### config.mk
export PLATFORM = sky130hd
export DESIGN_NAME = pil_sel
export DESIGN_NICKNAME = d
export VERILOG_FILES = /design/src/rtl/pil_sel_pkg.sv /design/src/rtl/pil_pend_merge.sv /design/src/rtl/pil_prio_scan.sv /design/src/rtl/pil_nest_chk.sv /design/src/rtl/pil_sel.sv
export SDC_FILE = /design/constraint.sdc
export NUM_CORES = 1
export LEC_CHECK = 0
export CORE_MARGIN = 8
export CORE_UTILIZATION = 40
export CTS_BUF_LIST = sky130_fd_sc_hd__clkbuf_8
export DETAILED_ROUTE_END_ITERATION = 8
export DONT_BUFFER_PORTS = 1
export PLACE_DENSITY = 0.51
export SLEW_MARGIN = 20
export SYNTH_ARGS = -nofsm -noshare
export SYNTH_HDL_FRONTEND = slang
export SYNTH_SLANG_ARGS = --single-unit
### constraint.sdc
create_clock -name clk_i -period 3.9 [get_ports clk_i]
set_input_delay 0.78 -clock clk_i [delete_from_list [all_inputs] [get_ports clk_i]]
set_output_delay 0.78 -clock clk_i [all_outputs]
set_load 0.05 [all_outputs]
### src/rtl/pil_sel_pkg.sv
package pil_sel_pkg;
  localparam int unsigned NUM_LVL   = 16;
  localparam int unsigned LVL_W     = $clog2(NUM_LVL);
  localparam int unsigned SOFT_W    = 17;
  localparam int unsigned TICK_BIT  = 0;
  localparam int unsigned STICK_BIT = 16;
  localparam int unsigned FOLD_LVL  = 14;
  localparam int unsigned TT_W      = 9;
  localparam logic [TT_W-1:0] TT_EXT_BASE = 9'h040;

  typedef struct packed {
    logic            req;
    logic [TT_W-1:0] tt;
  } irq_state_t;
endpackage

### src/rtl/pil_pend_merge.sv
module pil_pend_merge #(
  parameter int unsigned NL    = 16,
  parameter int unsigned SW    = 17,
  parameter int unsigned TICK  = 0,
  parameter int unsigned STICK = 16,
  parameter int unsigned FOLD  = 14
) (
  input  logic [NL-1:0] ext_i,
  input  logic [SW-1:0] soft_i,
  output logic [NL-1:0] pend_o
);
  logic [NL-1:0] soft_lv;
  logic [NL-1:0] fold_vec;
  logic          timer_hit;

  for (genvar g = 0; g < NL; g++) begin : g_lv
    if (g == TICK || g == STICK || g >= SW) begin : g_zero
      assign soft_lv[g] = 1'b0;
    end else begin : g_pass
      assign soft_lv[g] = soft_i[g];
    end
  end

  assign timer_hit = soft_i[TICK] | soft_i[STICK];
  assign fold_vec  = timer_hit ? (NL'(1) << FOLD) : '0;
  assign pend_o    = ext_i | soft_lv | fold_vec;

  always_comb begin
    if (timer_hit) begin
      assert_fold_R2: assert (pend_o[FOLD]);
    end
  end
endmodule

### src/rtl/pil_prio_scan.sv
module pil_prio_scan #(
  parameter int unsigned NL = 16,
  parameter int unsigned LW = 4
) (
  input  logic [NL-1:0] pend_i,
  input  logic [LW-1:0] pil_i,
  output logic          below_o,
  output logic          found_o,
  output logic [LW-1:0] lvl_o
);
  logic [NL:0] thresh;

  assign thresh  = (NL+1)'(2) << pil_i;
  assign below_o = {1'b0, pend_i} < thresh;

  // ascending scan, last hit is the highest level above pil
  always_comb begin
    found_o = 1'b0;
    lvl_o   = '0;
    for (int i = 0; i < NL; i++) begin
      if (pend_i[i] && (LW'(i) > pil_i)) begin
        found_o = 1'b1;
        lvl_o   = LW'(i);
      end
    end
  end

  always_comb begin
    assert_found_vs_thresh_R3: assert (found_o == !below_o);
    if (found_o) begin
      assert_win_above_pil_R4: assert (pend_i[lvl_o] && (lvl_o > pil_i));
    end
  end
endmodule

### src/rtl/pil_nest_chk.sv
module pil_nest_chk #(
  parameter int unsigned TTW  = 9,
  parameter int unsigned TLW  = 3,
  parameter logic [TTW-1:0] BASE = 9'h040
) (
  input  logic [TLW-1:0] tl_i,
  input  logic [TTW-1:0] act_tt_i,
  input  logic [TTW-1:0] new_tt_i,
  output logic           block_o
);
  logic same_class;

  assign same_class = act_tt_i[TTW-1:4] == BASE[TTW-1:4];
  assign block_o    = (|tl_i) && same_class && (act_tt_i > new_tt_i);
endmodule

### src/rtl/pil_sel.sv
module pil_sel
  import pil_sel_pkg::*;
#(
  parameter int unsigned TL_W = 3
) (
  input  logic              clk_i,
  input  logic              rst_ni,
  input  logic [NUM_LVL-1:0] ext_level_i,
  input  logic [SOFT_W-1:0] softint_i,
  input  logic [LVL_W-1:0]  cur_pil_i,
  input  logic              irq_en_i,
  input  logic [TL_W-1:0]   trap_lvl_i,
  input  logic [TT_W-1:0]   act_tt_i,
  input  logic              vec_busy_i,
  output logic              hard_req_o,
  output logic [TT_W-1:0]   trap_type_o
);
  logic [NUM_LVL-1:0] pend;
  logic               below;
  logic               found;
  logic [LVL_W-1:0]   win_lvl;
  logic [TT_W-1:0]    new_tt;
  logic               block;
  irq_state_t         st_q, st_d;

  pil_pend_merge #(
    .NL(NUM_LVL), .SW(SOFT_W), .TICK(TICK_BIT), .STICK(STICK_BIT), .FOLD(FOLD_LVL)
  ) u_merge (
    .ext_i (ext_level_i),
    .soft_i(softint_i),
    .pend_o(pend)
  );

  pil_prio_scan #(.NL(NUM_LVL), .LW(LVL_W)) u_scan (
    .pend_i (pend),
    .pil_i  (cur_pil_i),
    .below_o(below),
    .found_o(found),
    .lvl_o  (win_lvl)
  );

  assign new_tt = TT_EXT_BASE | {{(TT_W-LVL_W){1'b0}}, win_lvl};

  pil_nest_chk #(.TTW(TT_W), .TLW(TL_W), .BASE(TT_EXT_BASE)) u_nest (
    .tl_i    (trap_lvl_i),
    .act_tt_i(act_tt_i),
    .new_tt_i(new_tt),
    .block_o (block)
  );

  always_comb begin
    st_d = st_q;
    if (!vec_busy_i) begin
      if (below) begin
        st_d = '0;
      end else if (irq_en_i) begin
        if (found && !block && (st_q.tt != new_tt)) begin
          st_d.req = 1'b1;
          st_d.tt  = new_tt;
        end
      end else if (st_q.req) begin
        st_d = '0;
      end
    end
  end

  always_ff @(posedge clk_i or negedge rst_ni) begin
    if (!rst_ni) st_q <= '0;
    else         st_q <= st_d;
  end

  assign hard_req_o  = st_q.req;
  assign trap_type_o = st_q.tt;

  assert_busy_hold_R5: assert property (@(posedge clk_i) disable iff (!rst_ni)
    vec_busy_i |=> ($stable(hard_req_o) && $stable(trap_type_o)));

  assert_below_clear_R3: assert property (@(posedge clk_i) disable iff (!rst_ni)
    (!vec_busy_i && below) |=> (!hard_req_o && trap_type_o == '0));

  assert_raise_R4: assert property (@(posedge clk_i) disable iff (!rst_ni)
    (!vec_busy_i && !below && irq_en_i && !block && trap_type_o != new_tt)
    |=> (hard_req_o && trap_type_o == $past(new_tt)));

  assert_req_class_R4: assert property (@(posedge clk_i) disable iff (!rst_ni)
    hard_req_o |-> (trap_type_o[TT_W-1:4] == TT_EXT_BASE[TT_W-1:4] && trap_type_o[3:0] != 4'd0));

  assert_nest_hold_R6: assert property (@(posedge clk_i) disable iff (!rst_ni)
    (!vec_busy_i && !below && irq_en_i && block)
    |=> ($stable(hard_req_o) && $stable(trap_type_o)));

  assert_same_hold_R7: assert property (@(posedge clk_i) disable iff (!rst_ni)
    (!vec_busy_i && !below && irq_en_i && trap_type_o == new_tt)
    |=> ($stable(hard_req_o) && $stable(trap_type_o)));

  assert_disable_clear_R8: assert property (@(posedge clk_i) disable iff (!rst_ni)
    (!vec_busy_i && !irq_en_i && hard_req_o) |=> (!hard_req_o && trap_type_o == '0));
endmodule

# --- Word level (Yosys, flattened, before mapping) ---
# Cells that the tools add are included.
classes:
  n_bitwise: 4
  n_shift: 1
  eq_ne: 3
  n_mux: 36
  n_reduce_logical: 25
  magnitude_cmp: 18
ops:
  columns: ["operator", "n"]
  rows:
  - ["$gt A4 B4 Y1 const A", 8]
  - ["$mux W4", 8]
  - ["$or A16 B16 Y16", 2]
  - ["$mux W10", 3]
  - ["$logic_and A1 B1 Y1", 20]
  - ["$lt A16 B17 Y1", 1]
  - ["$mux W1", 17]
  - ["$shl A2 B4 Y17 const A", 1]
  - ["$gt A3 B4 Y1 const A", 4]
  - ["$mux W15", 1]
  - ["$mux W3", 4]
  - ["$gt A9 B7 Y1", 1]
  - ["$mux W9", 1]
  - ["$ne A9 B7 Y1", 1]
  - ["$gt A1 B4 Y1 const A", 2]
  - ["$gt A2 B4 Y1 const A", 2]
  - ["$eq A5 B3 Y1 const B", 1]
  - ["$mux W2", 2]
  - ["$ne A3 B1 Y1 const B", 1]
  - ["$reduce_and A3 Y1", 1]
  - ["$reduce_bool A3 Y1", 1]
  - ["$reduce_or A3 Y1", 1]
  - ["$reduce_and A2 Y1", 1]
  - ["$logic_not A1 Y1", 1]
  - ["other kinds (2)", 2]
word_totals:
  register_bits: 10
  wordCells: 89
  out_inout_bits: 10

# --- Longest topological paths before layout ---
logic_depth:
  depth_word: 27
  mapped_depth: 16
  ltp_nobuf: 16

# --- By module ---
# Synthesis repeated with hierarchy kept, for this count alone.
unflattened:
  cells_unflattened: 219
  area_unflattened_um2: 1576.5
modules_own_cells:
  columns: ["module", "seq_area_each_um2", "area_per_inst_um2", "cells_each", "n_inst"]
  rows:
  - ["pil_prio_scan", 0.0, 838.3, 127, 1]
  - ["pil_sel", 150.1, 390.4, 41, 1]
  - ["pil_nest_chk", 0.0, 245.2, 35, 1]
  - ["pil_pend_merge", 0.0, 102.6, 16, 1]

# --- Worst setup path before layout ---
# No wires, ideal clock.
synth_path:
  path_kind: "input-to-reg"
  from: "input port cur_pil_i[2]"
  to: "register st_q, in the netlist trap_type_o[1]"
  t_arrival_ns: 3.262
  path_stages: 14
  path_slack_ns: 0.560
  setup_ns: 0.078
  cell_sequence: "and2_1 -> buf_2 -> a311oi_1 -> o21ai_1 -> o21a_1 -> ha_1 -> nor2b_1 -> o21a_1 -> o21a_1 -> o21ai_0 -> nand2_1 -> nor3_1 -> nand2_1 -> o2bb2ai_1"
synth_between:
  elab_chain_cells: 24
  elab_cells_between_ends: 77
  classes_between: "order compare (18); eq/ne (2); shift (1); mux (34); reduce/logical (22)"
synth_rtl:
  columns: ["item", "line", "text"]
  rows:
  - ["start: declaration", "pil_sel.sv:10", "input logic [LVL_W-1:0] cur_pil_i,"]
  - ["$gt A1 B4 Y1", "pil_prio_scan.sv:21", "if (pend_i[i] && (LW'(i) > pil_i)) begin"]
  - ["$logic_and A1 B1 Y1", "pil_prio_scan.sv:21", null]
  - ["$mux W1", "pil_prio_scan.sv:21", null]
  - ["$mux W2 (2 in series)", "pil_prio_scan.sv:21", null]
  - ["$mux W3 (4 in series)", "pil_prio_scan.sv:21", null]
  - ["$mux W4 (8 in series)", "pil_prio_scan.sv:21", null]
  - ["$gt A9 B7 Y1", "pil_nest_chk.sv:14", "assign block_o = (|tl_i) && same_class && (act_tt_i > new_tt_i);"]
  - ["$logic_and A1 B1 Y1", "pil_nest_chk.sv:14", null]
  - ["$logic_not A1 Y1", "pil_sel.sv:57", "if (found && !block && (st_q.tt != new_tt)) begin"]
  - ["$logic_and A1 B1 Y1 (2 in series)", "pil_sel.sv:57", null]
  - ["$ne A3 B1 Y1 (no line)", null, null]
  - ["$reduce_and A3 Y1 (no line)", null, null]
  - ["end signal: assignment", "pil_sel.sv:69", "else st_q <= st_d;"]
  - ["end: declaration", "pil_sel.sv:24", "irq_state_t st_q, st_d;"]
# Parallel ways exist; a longest one is shown, timed or not. The select of a mux whose other input is x is not followed.
# A chain may end at the register's enable or synchronous reset.

# --- Worst setup path in the final report ---
layout_path:
  from: "input port softint_i[2]"
  to: "register st_q, in the netlist trap_type_o[3]"
layout_between:
  elab_chain_cells: 24
  elab_cells_between_ends: 42
  classes_between: "order compare (2); eq/ne (2); mux (29); bitwise (2); reduce/logical (7)"
layout_rtl:
  columns: ["item", "line", "text"]
  rows:
  - ["start: declaration", "pil_sel.sv:9", "input logic [SOFT_W-1:0] softint_i,"]
  - ["$or A16 B16 Y16 (*) (2 in series)", "pil_pend_merge.sv:26", "assign pend_o = ext_i | soft_lv | fold_vec;"]
  - ["$logic_and A1 B1 Y1", "pil_prio_scan.sv:21", null]
  - ["$mux W2 (2 in series)", "pil_prio_scan.sv:21", null]
  - ["$mux W3 (4 in series)", "pil_prio_scan.sv:21", null]
  - ["$mux W4 (8 in series)", "pil_prio_scan.sv:21", null]
  - ["$gt A9 B7 Y1", "pil_nest_chk.sv:14", null]
  - ["$logic_and A1 B1 Y1", "pil_nest_chk.sv:14", null]
  - ["$logic_not A1 Y1", "pil_sel.sv:57", null]
  - ["$logic_and A1 B1 Y1 (2 in series)", "pil_sel.sv:57", null]
  - ["$ne A3 B1 Y1 (no line)", null, null]
  - ["$reduce_and A3 Y1 (no line)", null, null]
# Every way passes the cells marked *; elsewhere a longest branch is shown, timed or not.

==> reports/results.tsv <==
metric	value	unit
outcome	finished, final reports clean	
switching pwr	152	uW
hold buffer count at CTS	0	
Critical path origin	softint_i[2]	
Core Util, Final	0.445	
Clock Skews	0.00538	ns
Detail Placement HPWL	3700	um
Area Growth Syn to Fin	5.24	%
antenna violations before repair	0	
number of vias per cell	6.04	
Crit Path Max Fanout	4	
Cell Pwr Density	229	nW/um^2
All-Layer GR Usage	0.155	
first-pass GRT wire length	6930	um
post-route setup slack	0.312	ns
Static Leakage	0.594	nW
worst path bufs/invs	1	
family with the most delay on the worst path	compound AO/OA/AOI/OAI gates	
Top-Level Pins	63	
die area	5760	um^2
minimum clock period	3.59	ns
synthesized area	1430	um^2
Max Fclk	279	MHz
worst r2r dst	trap_type_o[3]	
DRT iter0 DRCs	107	
CTS tree	built	
CP Capture Type	flip-flop	
critical-path cell list	or2_2, o32ai_1, a311oi_1, a221oi_2, nor2_1, o21ai_0, buf_4, ha_1, nor2b_1, o21a_1, o21a_1, o21ai_1, nand2_1, nor3_1, nand2_1, o2bb2ai_1	
most frequent cells in the layout	nand2_1 (26), nor2_1 (23), ha_1 (19), inv_1 (10), a21oi_1 (9)	
Antenna Cells	0	
core area	3390	um^2
Seq/Total Area, Yosys	0.105	
startpoint types	primary input	
count of cell types in the netlist	54	
slew margin rel.	0.589	
H-tree Lvls	1	
Reg2Reg Depth	6	
RSZ-0062 raised after global routing	false	
Clock Path Buffers	2	
Reg2Reg Setup Slack	1.72	ns
Final period util	0.920	
Port Buf Inserts	0	
Setup WS pre-CTS	-0.0250	ns
Antenna Nets Post-Route	0	
max-cap viol count	0	
Layout Nets	276	
most common library cell in the layout ignoring fill and taps	nand2_1	
Levels on crit path	16	
top_reg_cell synth	dfrtp_1	
Die Y	75.9	um
origin of the critical flop-to-flop path	trap_type_o[3]	
total global routing overflow	0	
DRC	0	
Mapped Cells	202	
via count	1498	
WL final	4280	um
root buffer cell	clkbuf_8	
synthesized area per cell	7.10	um^2
Ys Warns	0	
# setup viols final	0	
Slew Limit Fails	0	
clk sinks	6	
clk_lat worst skew	0.23	ns
crit-path max cell delay	0.35	ns
Pint	194	uW
router iterations before antenna repair	4	
Least-Margin Pin Slew	0.617	ns
Die W	75.9	um
final hold violations	0	
row count	21	
pin count of the biggest net entering global routing	17	
Crit Path Class	in2reg	
share of post-route cells with drive strength above 1	0.0743	
Starting Density	0.423	
routability congestion estimate	0.819	
ys async rst share	1.00	
WP data arrival	3.73	ns
clock share of power	0.280	
CP max-delay cell	a221oi_2	
CTS buffer count	3	
routed len/inst	17.3	um
Max VDD drop	91.3	uV
vias in the first global route	1593	
Hold Crit Class	in2async	
number of flops mapped to enable cells by yosys	0	
Clock Pin Slew Worst Setup and Hold Paths	0.04	ns
sw frac	0.438	
Comb pwr share	0.366	
CP required	4.04	ns
Sequential Power Share	0.354	
CP endpoint	trap_type_o[3]	
register bit total from synthesis	6	
## per-layer routing
layer / vias up / global-route usage / share of wire / routed length (um)
li1: 749 / - / - / -
met1: 682 / 0.183 / 0.43 / 1860
met2: 63 / 0.266 / 0.46 / 1980
met3: 4 / 0.0421 / 0.096 / 411
met4: 0 / 0.0426 / 0.0084 / 36
met5: - / 0 / 0 / 0
## worst min-delay path by stage
stage | slack [ns] | endpoint | startpoint
6_report | 0.25 | trap_type_o[0] | rst_ni
5_1_grt | 0.23 | trap_type_o[0] | rst_ni
4_1_cts | 0.24 | trap_type_o[0] | rst_ni
3_5_place_dp | 0.48 | trap_type_o[0] | rst_ni
3_3_place_gp | 0.48 | trap_type_o[0] | rst_ni
2_1_floorplan | 0.48 | hard_req_o | rst_ni
## synthesized netlist by cell type (all sizes together) (2+ instances only)
library cell | count | area, um^2
nor2 | 23 | 86.3
nand2 | 26 | 97.6
nor3b | 2 | 15.0
o211ai | 2 | 20.0
o21bai | 5 | 37.5
dfrtp | 6 | 150
or2 | 8 | 50.1
ha | 19 | 238
a22o | 2 | 17.5
and2 | 3 | 18.8
nor3 | 3 | 15.0
a21oi | 9 | 45.0
o2111ai | 2 | 17.5
nor2b | 6 | 37.5
o21ai | 8 | 40.0
buf | 9 | 57.6
o31a | 2 | 17.5
nand3 | 5 | 25.0
a21o | 6 | 45.0
a31oi | 2 | 12.5
a311oi | 3 | 26.3
nand4 | 3 | 18.8
nand2b | 4 | 25.0
o2bb2ai | 3 | 26.3
inv | 10 | 37.5
maj3 | 2 | 21.3
o21a | 4 | 30.0
nor4 | 5 | 31.3
## timing repair
item,CTS,global route
endpoints found under the setup margin,0,3
resized for setup,0,1
setup buffers,0,0
## state kept, by name, indices dropped and copies added, names as in the netlist
name         cells
trap_type_o      5
hard_req_o       1
## stage by stage
step / instances / cell area [um^2] / hold slack, ns / setup TNS, ns / total power, mW
6_report: 248 / 1510 / 0.246 / 0 / 0.346
5_1_grt: 248 / 1510 / 0.231 / 0 / 0.373
3_5_place_dp: 245 / 1470 / 0.485 / -0.0250 / 0.251
4_1_cts: 248 / 1510 / 0.240 / 0 / 0.350
3_3_place_gp: 245 / 1470 / 0.485 / 0 / 0.246
2_1_floorplan: 205 / 1450 / 0.484 / 0 / 0.229
## cells by family after synthesis
group | count (synthesis) | synth area share
AO/OA/AOI/OAI | 62 | 0.322
adder cells (fa/ha/maj) | 21 | 0.181
AND/OR/NAND/NOR | 92 | 0.318
flip-flops | 6 | 0.105
other | 1 | 0.00262
XOR/XNOR | 1 | 0.00611
buffers and inverters | 19 | 0.0663
## final cells by class
cell class,count,area [um^2]
repair buffers,3,22.5
multi-input cells,180,1200
well taps,46,57.6
clock buffers,3,41.3
flip-flops and latches,6,150
inverters,10,37.5
fillers,355,1880
## power by group through the flow
stage / registers, mW / logic, mW / clock network [mW]
after global placement: 0.123 / 0.123 / 0
final: 0.122 / 0.127 / 0.0967
after detailed placement: 0.124 / 0.127 / 0
after global routing: 0.125 / 0.144 / 0.104
after CTS: 0.123 / 0.127 / 0.0995
after floorplan: 0.118 / 0.111 / 0
No activity file was read; power rests on OpenSTA's default activity.
